### src/rtl/ppi_core.sv
module ppi_core (
  input  logic       clk,
  input  logic       rst_n,
  input  logic       cs_n,
  input  logic       rd_n,
  input  logic       wr_n,
  input  logic [1:0] addr,
  input  logic [7:0] din,
  output logic [7:0] dout,
  input  logic [7:0] pa_in,
  output logic [7:0] pa_out,
  output logic [7:0] pa_oe,
  input  logic [7:0] pb_in,
  output logic [7:0] pb_out,
  output logic [7:0] pb_oe,
  input  logic [7:0] pc_in,
  output logic [7:0] pc_out,
  output logic [7:0] pc_oe
);
  logic       rd_act, wr_act, rd_q, wr_q, wr_go, mdef, bsr;
  logic [1:0] rd_sel_q;
  logic       a_hs, a_in, cu_in, b_hs, b_in, cl_in;
  logic [7:0] pc_lat, claim, pc_rd, pc_drv, pc_en;
  logic [1:0] hs_mode, is_in, inte, hs_pin, rd_lead, rd_trail, wr_lead, ibf, obf, intr;
  logic [7:0] pin_d [2];
  logic [7:0] lat   [2];

  assign rd_act  = !cs_n && !rd_n;
  assign wr_act  = !cs_n && !wr_n;
  assign wr_go   = wr_act && !wr_q;
  assign mdef    = wr_go && addr == 2'd3 && din[7] && !din[6];
  assign bsr     = wr_go && addr == 2'd3 && !din[7];
  assign hs_mode = {b_hs, a_hs};
  assign is_in   = {b_in, a_in};
  assign inte    = {pc_lat[2], a_in ? pc_lat[4] : pc_lat[6]};
  assign hs_pin  = {pc_in[2],  a_in ? pc_in[4]  : pc_in[6]};
  assign pin_d[0] = pa_in;
  assign pin_d[1] = pb_in;

  always_ff @(posedge clk or negedge rst_n)
    if (!rst_n) begin
      rd_q <= 1'b0;
      wr_q <= 1'b0;
      rd_sel_q <= 2'd0;
      {a_hs, a_in, cu_in, b_hs, b_in, cl_in} <= 6'b011011;
      pc_lat <= 8'h00;
    end else begin
      rd_q <= rd_act;
      wr_q <= wr_act;
      if (rd_act && !rd_q) rd_sel_q <= addr;
      if (mdef) begin
        {a_hs, a_in, cu_in, b_hs, b_in, cl_in} <= {din[5], din[4:0]};
        pc_lat <= 8'h00;
      end else if (bsr)
        pc_lat[din[3:1]] <= din[0];
      else if (wr_go && addr == 2'd2)
        pc_lat <= (pc_lat & claim) | (din & ~claim);
    end

  for (genvar g = 0; g < 2; g++) begin : g_ch
    logic       ibf_r, obf_r, intr_r, hs_q, rise;
    logic [7:0] lat_r;

    assign rd_lead[g]  = rd_act && !rd_q && addr == 2'(g);
    assign rd_trail[g] = rd_q && !rd_act && rd_sel_q == 2'(g);
    assign wr_lead[g]  = wr_go && addr == 2'(g);
    assign rise        = !hs_q && hs_pin[g];
    assign lat[g]  = lat_r;
    assign ibf[g]  = ibf_r;
    assign obf[g]  = obf_r;
    assign intr[g] = intr_r;

    always_ff @(posedge clk or negedge rst_n)
      if (!rst_n) begin
        ibf_r <= 1'b0; obf_r <= 1'b0; intr_r <= 1'b0; lat_r <= 8'h00; hs_q <= 1'b1;
      end else begin
        hs_q <= hs_pin[g];
        if (mdef) begin
          ibf_r <= 1'b0; obf_r <= 1'b0; intr_r <= 1'b0; lat_r <= 8'h00;
        end else if (!hs_mode[g]) begin
          if (wr_lead[g]) lat_r <= din;
        end else if (is_in[g]) begin
          if (!hs_pin[g]) begin
            lat_r <= pin_d[g];
            ibf_r <= 1'b1;
          end else if (rd_trail[g])
            ibf_r <= 1'b0;
          if (rd_lead[g]) intr_r <= 1'b0;
          else if (rise && inte[g]) intr_r <= 1'b1;
        end else begin
          if (wr_lead[g]) begin
            lat_r <= din; obf_r <= 1'b1; intr_r <= 1'b0;
          end else begin
            if (!hs_pin[g]) obf_r <= 1'b0;
            if (rise && inte[g]) intr_r <= 1'b1;
          end
        end
      end

    p_stb_fill_r6: assert property (@(posedge clk) disable iff (!rst_n)
      hs_mode[g] && is_in[g] && !hs_pin[g] && !mdef |=> ibf_r && lat_r == $past(pin_d[g]));
    p_rd_clr_intr_r7: assert property (@(posedge clk) disable iff (!rst_n)
      hs_mode[g] && is_in[g] && rd_lead[g] && !mdef |=> !intr_r);
    p_intr_gate_r7: assert property (@(posedge clk) disable iff (!rst_n)
      $rose(intr_r) |-> $past(inte[g]));
    p_wr_obf_r8: assert property (@(posedge clk) disable iff (!rst_n)
      hs_mode[g] && !is_in[g] && wr_lead[g] |=> obf_r && !intr_r);
    p_mdef_clr_r3: assert property (@(posedge clk) disable iff (!rst_n)
      mdef |=> !ibf_r && !obf_r && !intr_r && lat_r == 8'h00);
  end

  always_comb begin
    pc_drv = pc_lat;
    pc_en  = {{4{!cu_in}}, {4{!cl_in}}};
    pc_rd  = {cu_in ? pc_in[7:4] : pc_lat[7:4], cl_in ? pc_in[3:0] : pc_lat[3:0]};
    claim  = 8'h00;
    if (a_hs) begin
      claim[3] = 1'b1; pc_drv[3] = intr[0]; pc_en[3] = 1'b1; pc_rd[3] = intr[0];
      if (a_in) begin
        claim[5:4] = 2'b11;
        pc_drv[5] = ibf[0]; pc_en[5] = 1'b1; pc_en[4] = 1'b0;
        pc_rd[5] = ibf[0];  pc_rd[4] = pc_lat[4];
      end else begin
        claim[7:6] = 2'b11;
        pc_drv[7] = !obf[0]; pc_en[7] = 1'b1; pc_en[6] = 1'b0;
        pc_rd[7] = !obf[0];  pc_rd[6] = pc_lat[6];
      end
    end
    if (b_hs) begin
      claim[2:0] = 3'b111;
      pc_drv[0] = intr[1];
      pc_drv[1] = b_in ? ibf[1] : !obf[1];
      pc_en[2:0] = 3'b011;
      pc_rd[0] = intr[1]; pc_rd[1] = pc_drv[1]; pc_rd[2] = pc_lat[2];
    end
  end

  always_comb begin
    dout = 8'h00;
    if (rd_act)
      case (addr)
        2'd0:    dout = (a_in && !a_hs) ? pa_in : lat[0];
        2'd1:    dout = (b_in && !b_hs) ? pb_in : lat[1];
        2'd2:    dout = pc_rd;
        default: dout = 8'h00;
      endcase
  end

  assign pa_out = lat[0];
  assign pb_out = lat[1];
  assign pa_oe  = {8{!a_in}};
  assign pb_oe  = {8{!b_in}};
  assign pc_out = pc_drv;
  assign pc_oe  = pc_en;

  p_claim_lines_r9: assert property (@(posedge clk) disable iff (!rst_n)
    a_hs && a_in |-> !pc_oe[4] && pc_oe[5] && pc_oe[3]);
  p_idle_dout_r1: assert property (@(posedge clk) disable iff (!rst_n)
    (cs_n || (rd_n && wr_n)) |-> dout == 8'h00);
endmodule

### config.mk
export PLATFORM = sky130hd
export DESIGN_NAME = ppi_core
export DESIGN_NICKNAME = d
export VERILOG_FILES = /design/src/rtl/ppi_core.sv
export SDC_FILE = /design/constraint.sdc
export NUM_CORES = 1
export LEC_CHECK = 0
export BUFFER_PORTS_ARGS = -buffer_cell sky130_fd_sc_hd__buf_2
export CORE_ASPECT_RATIO = 1.4
export CORE_MARGIN = 5
export CORE_UTILIZATION = 40
export CTS_BUF_LIST = sky130_fd_sc_hd__clkbuf_8
export CTS_CLUSTER_SIZE = 25
export DETAILED_ROUTE_END_ITERATION = 10
export GPL_TIMING_DRIVEN = 1
export HOLD_SLACK_MARGIN = 0.15
export SLEW_MARGIN = 20
export SYNTH_ARGS = -nofsm -noshare
export SYNTH_HDL_FRONTEND = slang
export SYNTH_SLANG_ARGS = --single-unit
export TNS_END_PERCENT = 30
### constraint.sdc
create_clock -name clk -period 3.68 [get_ports clk]
set_input_delay 0.552 -clock clk [delete_from_list [all_inputs] [get_ports clk]]
set_output_delay 0.552 -clock clk [all_outputs]
set_load 0.01 [all_outputs]
# Word level (Yosys, flattened, before mapping)
# Cells that the tools add are included.
[classes] magnitude_cmp=2 n_eq_ne=12 muxes=75 bitwise=4 reduce_logical=52
[op_table] op="$mux W8" count=16
[op_table] op="$mux W1" count=41
[op_table] op="$pmux W8 S3" count=1
[op_table] op="$logic_and A1 B1 Y1" count=23
[op_table] op="$logic_not A1 Y1" count=18
[op_table] op="$and A8 B8 Y8" count=2
[op_table] op="$mux W5" count=3
[op_table] op="$mux W2" count=7
[op_table] op="$reduce_and A3 Y1" count=4
[op_table] op="$mux W3" count=3
[op_table] op="$bwmux W8" count=1
[op_table] op="$mux W4" count=2
[op_table] op="$ne A4 B4 Y1 const B" count=2
[op_table] op="$not A8 Y8" count=1
[op_table] op="$or A8 B8 Y8" count=1
[op_table] op="$reduce_bool A2 Y1" count=4
[op_table] op="$ne A3 B1 Y1 const B" count=2
[op_table] op="$ne A3 B2 Y1 const B" count=2
[op_table] op="$eq A2 B1 Y1 const B" count=2
[op_table] op="$eq A2 B2 Y1 const B" count=2
[op_table] op="$logic_not A2 Y1" count=2
[op_table] op="$lt A3 B4 Y1 const B" count=1
[op_table] op="$ne A2 B2 Y1 const B" count=2
[op_table] op="$demux W1 S3" count=1
[op_table] op="2 further kinds" count=2
[word_totals] ff_bits=42 inputBits=39 output_inout_bits=56 wordCells=165

# Logic depth before layout (Yosys ltp)
[logic_depth] ltp_word=10 depth_mapped=7 mapped_depth_nobuf=4

# Least setup slack after synthesis
# OpenSTA, ideal clock, no wires.
[synth_path] kind="reg2out" from="register a_in" to="output port dout[4]" arrival_time_ns=1.504 t_required_ns=3.128 setup_slack_ns=1.624 stages_incl_launch_ff=7 n_path_buf=2 cell_sequence="dfstp_2 -> buf_2 -> nor2b_1 -> buf_2 -> mux2i_1 -> o22ai_1 -> o21a_1"
[synth_via] elab_chain_len=4 elab_cells_between_ends=6 classes_between="mux (5); reduce/logical (1)"
[synth_rtl] element="start, declared" line="22" rtl="logic a_hs, a_in, cu_in, b_hs, b_in, cl_in;"
[synth_rtl] element="start signal, assigned" line="52" rtl="{a_hs, a_in, cu_in, b_hs, b_in, cl_in} <= {din[5], din[4:0]};"
[synth_rtl] element="$mux W2 / $logic_and A1 B1 Y1 (equally long branches)" line="119, 142"
[synth_rtl] element="$mux W5 / $mux W8 (equally long branches)" line="117, 142"
[synth_rtl] element="$pmux W8 S3 *" line="141" rtl="case (addr)"
[synth_rtl] element="$mux W8 *" line="140" rtl="if (rd_act)"
[synth_rtl] element="end, declared" line="9" rtl="output logic [7:0] dout,"
# Every way passes the cells marked *; elsewhere a longest branch is shown, timed or not.

# Worst setup path in the final report
[layout_path] from="register a_hs" to="output port dout[4]"
[layout_via] elab_chain_len=5 elab_cells_between_ends=6 classes_between="mux (4); reduce/logical (2)"
[layout_rtl] element="start, declared" line="22"
[layout_rtl] element="start signal, assigned" line="52"
[layout_rtl] element="$logic_not A1 Y1" line="142" rtl="2'd0: dout = (a_in && !a_hs) ? pa_in : lat[0];"
[layout_rtl] element="$logic_and A1 B1 Y1" line="142"
[layout_rtl] element="$mux W8" line="142"
[layout_rtl] element="$pmux W8 S3 *" line="141"
[layout_rtl] element="$mux W8 *" line="140"
# Marked as above.

==> results.md <==
| Quantity | Value | Unit |
|---|---|---|
| Number of register bits inferred by synthesis | 42 | - |
| Number of sinks driven by the clock tree | 42 | - |
| Routability cong. | 0.8937 | - |
| Max-cap check violation count | 0 | - |
| Transition at the pin with the smallest max-transition slack | 661.2 | ps |
| Sum of negative setup slack | 0 | ps |
| H-tree levels | 2 | - |
| Number of DRC violations after detailed-routing iteration 0 | 181 | - |
| Overall routed net length | 10.02 | mm |
| Total congestion overflow after global routing | 0 | - |
| Synth Net Count | 394 | - |
| Worst clock skew | 8.144 | ps |
| Antenna violations before repair | 0 | - |
| Synth async-reset ratio | 100.0 | % |
| Post-Synthesis Cell Area | 3156 | µm² |
| TritonCTS buffer count | 5 | - |
| Type of the tightest min-delay check | input port to async pin | - |
| Average instance area after synthesis | 8.889 | µm² |
| Count of hold-fix buffers inserted at cts | 0 | - |
| Io pins | 95 | - |
| Number of instances in the synthesized netlist | 355 | - |
| Final worst path period share | 73.08 | % |
| Area of all placed cells without fillers | 3615 | µm² |
| Synth area leaders | sky130_fd_sc_hd__dfrtp_1 (29%), sky130_fd_sc_hd__mux2i_1 (12%), sky130_fd_sc_hd__mux2_2 (6.1%) | - |
| Layout overhead on the synthesized area | 14.55 | % |
| Deepest clock path buffer count | 2 | - |
| Ys Warns | 0 | - |
| Antenna Cells | 0 | - |
| Pleak | 1.749 | nW |
| Count of unique library cells instantiated by Yosys | 50 | - |
| Number of buffers inserted by port buffering | 94 | - |
| DIE HEIGHT | 115.1 | µm |
| Normalized max-slew margin | 55.58 | % |
| Power density over the cells | 550.5 | nW/µm² |
| Floorplan die area | 9790 | µm² |
| Post-DP HPWL | 7.533 | mm |
| Area share of the largest cell type after synthesis | 28.55 | % |
| Number of vias per cell | 5.645 | - |
| Placed cells | 507 | - |
| Count of TritonRoute iterations in the first routing pass | 4 | - |
| Run status | complete, no violations | - |
| Placement Cell Area | 3521 | µm² |
| Fraction of final layout cells with drive strength greater than 1 | 33.49 | % |
| Cell-by-cell trace of the critical path | nand2_1 > a21bo_2 > a21oi_1 > o21a_1 > buf_2 | - |
| Number of enable flip-flop cells after synthesis | 0 | - |
| Post-layout utilization of the core | 46.64 | % |
| Setup Fix Bufs, Post-CTS | 0 | - |
| Cell taking the most area after synthesis | sky130_fd_sc_hd__dfrtp_1 | - |
| Maximum fanout count along the critical path | 15 | - |
| Startpoint types | flop | - |
| Wire length of the first global-routing pass | 15.75 | mm |
| Via count | 2907 | - |
| Width of the die | 85.07 | µm |
| Worst setup path category | flop to output pin | - |
| Area of the core region | 7750 | µm² |
| Number of standard cells in the layout, taps in and fillers out | 515 | - |
| Setup-violating endpoint count in the final report | 0 | - |
| Count of buffering cells on the critical path with inverters included | 1 | - |
| RSZ-0062 raised after global routing | false | - |
| Post-route DRC | 0 | - |
| Endpoint arrival time on the critical path | 2140 | ps |
| Final number of hold-violating endpoints | 0 | - |
| Initial core utilization | 40.72 | % |
| Clock latency on the worst-skew pair | 300 | ps |
| Clock-pin slew reported for the worst setup and hold paths after clock tree synthesis | 90 | ps |
| Final count of pins violating max slew | 0 | - |
| Slowest stage cell, crit path | sky130_fd_sc_hd__dfrtp_1 | - |
| Number of gates given a new drive strength after cts | 0 | - |
| Vias in the first global route | 3010 | - |
| Count of standard-cell rows | 38 | - |
| Required time at the endpoint of the critical path | 3130 | ps |
| Crit path max-delay family | compound AO/OA/AOI/OAI gates | - |
| Combined global-route utilization of all metal layers | 20.36 | % |
| Net count, final | 453 | - |
| Minimum period implied by the final worst setup slack | 2690 | ps |
| Post-detailed-route count of antenna-violating nets | 0 | - |
| Post-DR wirelength/cell | 19.45 | µm |
| TritonCTS clock tree | yes | - |
| Root buffer cell | sky130_fd_sc_hd__clkbuf_8 | - |
| Post-synth top flop | sky130_fd_sc_hd__dfrtp_1 | - |
| Maximum clock frequency | 371.8 | MHz |
| Endpoint type of the worst setup path | output pin | - |
| Peak VDD IR | 257.3 | µV |
| Share of synthesized area occupied by flip-flops and latches | 33.54 | % |
| Maximum cell stage delay along the critical path | 610 | ps |
| Total power consumption of the routed design | 0.001990 | W |
| Pin count of the biggest net entering global routing | 43 | - |
[synthesized netlist by cell type, drive strengths merged, types with 3 or more instances]
cell type,number
o221ai,6
or2,5
dfstp,6
buf,30
mux2i,39
nand2b,9
nor2b,5
dfrtp,36
a31oi,3
o22ai,13
clkbuf,16
mux2,21
o31ai,3
a211oi,6
o21a,12
nand3,6
a21oi,25
o21ai,26
nor2,17
o211a,3
inv,14
nand2,28
[final timing paths]
path / startpoint / to / slack [ps] / cells past startpoint
max: a_hs$_DFFE_PN0N_ / dout[4] / 990 / 5
min: rst_n / g_ch[0].obf_r$_DFFE_PN0P_ / 240 / 1
max reg2reg: a_hs$_DFFE_PN0N_ / pa_out[3]$_DFFE_PN0P_ / 1520 / 4
min reg2reg: rd_sel_q[1]$_DFFE_PN0N_ / rd_sel_q[1]$_DFFE_PN0N_ / 510 / 1
max in group asynchronous: rst_n / pa_out[1]$_DFFE_PN0P_ / 3030 / 1
min in group clk: rd_n / rd_q$_DFF_PN0_ / 480 / 2
[through the flow]
stage               hold WS [ps]  setup slack (ps)
detailed placement         490.1              1320
finish                     238.9             990.5
global route               278.4             870.7
floorplan                  256.4              1624
global placement           486.9              1374
CTS                        460.8             974.2
[worst register-to-register path, stage by stage (launching register included)]
cell,delay [ps]
sky130_fd_sc_hd__dfrtp_1,610
sky130_fd_sc_hd__nand2_1,480
sky130_fd_sc_hd__or2_2,520
sky130_fd_sc_hd__and2_0,290
sky130_fd_sc_hd__a21oi_1,190
[area by class of cell]
cell class / instances / area (µm²)
clock buffer: 6 / 82.58
tap: 100 / 125.1
multi-input combinational: 253 / 1784
clock inverter: 2 / 8.758
sequential: 42 / 1059
timing repair buffer: 98 / 503.0
inverter: 14 / 52.55
fill: 775 / 4135
[metal layers]
metal	share of wire, %	GRT usage [%]
met1	40	24.94
met2	52	35.43
met3	5.4	3.226
met4	2.4	8.342
met5	0	0
[cell families after synthesis]
family                 after synthesis  synth area share, %
AO/OA/AOI/OAI                      108                22.32
multiplexers                        60                19.86
AND/OR/NAND/NOR                     85                14.35
buffers and inverters               60                9.913
flip-flops                          42                33.54
[power by group]
group / internal (W) / switching [W] / leakage [nW]
Combinational: 0.000404 / 0.000474 / 1.21
Clock: 0.000149 / 0.000178 / 0.0524
Sequential: 0.000622 / 0.000162 / 0.489
[state kept, by name, indices dropped and copies added, names as in the netlist]
register	flops
a_hs	1
a_in	1
b_hs	1
b_in	1
cl_in	1
cu_in	1
g_ch.hs_q	2
g_ch.ibf_r	2
g_ch.intr_r	2
g_ch.obf_r	2
pa_out	8
pb_out	8
pc_lat	8
rd_q	1
rd_sel_q	2
wr_q	1
[cells in the final DEF, fill, tap and decap left out, drive strengths merged, types with 5 or more instances in the layout]
cell type / n
o21ai: 26
nand2b: 9
clkbuf: 6
buf: 98
or2: 5
a211oi: 6
a21oi: 25
dfrtp: 36
o21a: 12
nand2: 28
inv: 15
o22ai: 13
mux2: 21
dfstp: 6
nor2b: 5
o221ai: 6
nand3: 6
mux2i: 39
nor2: 17
Power figures use the tool's default switching activity.
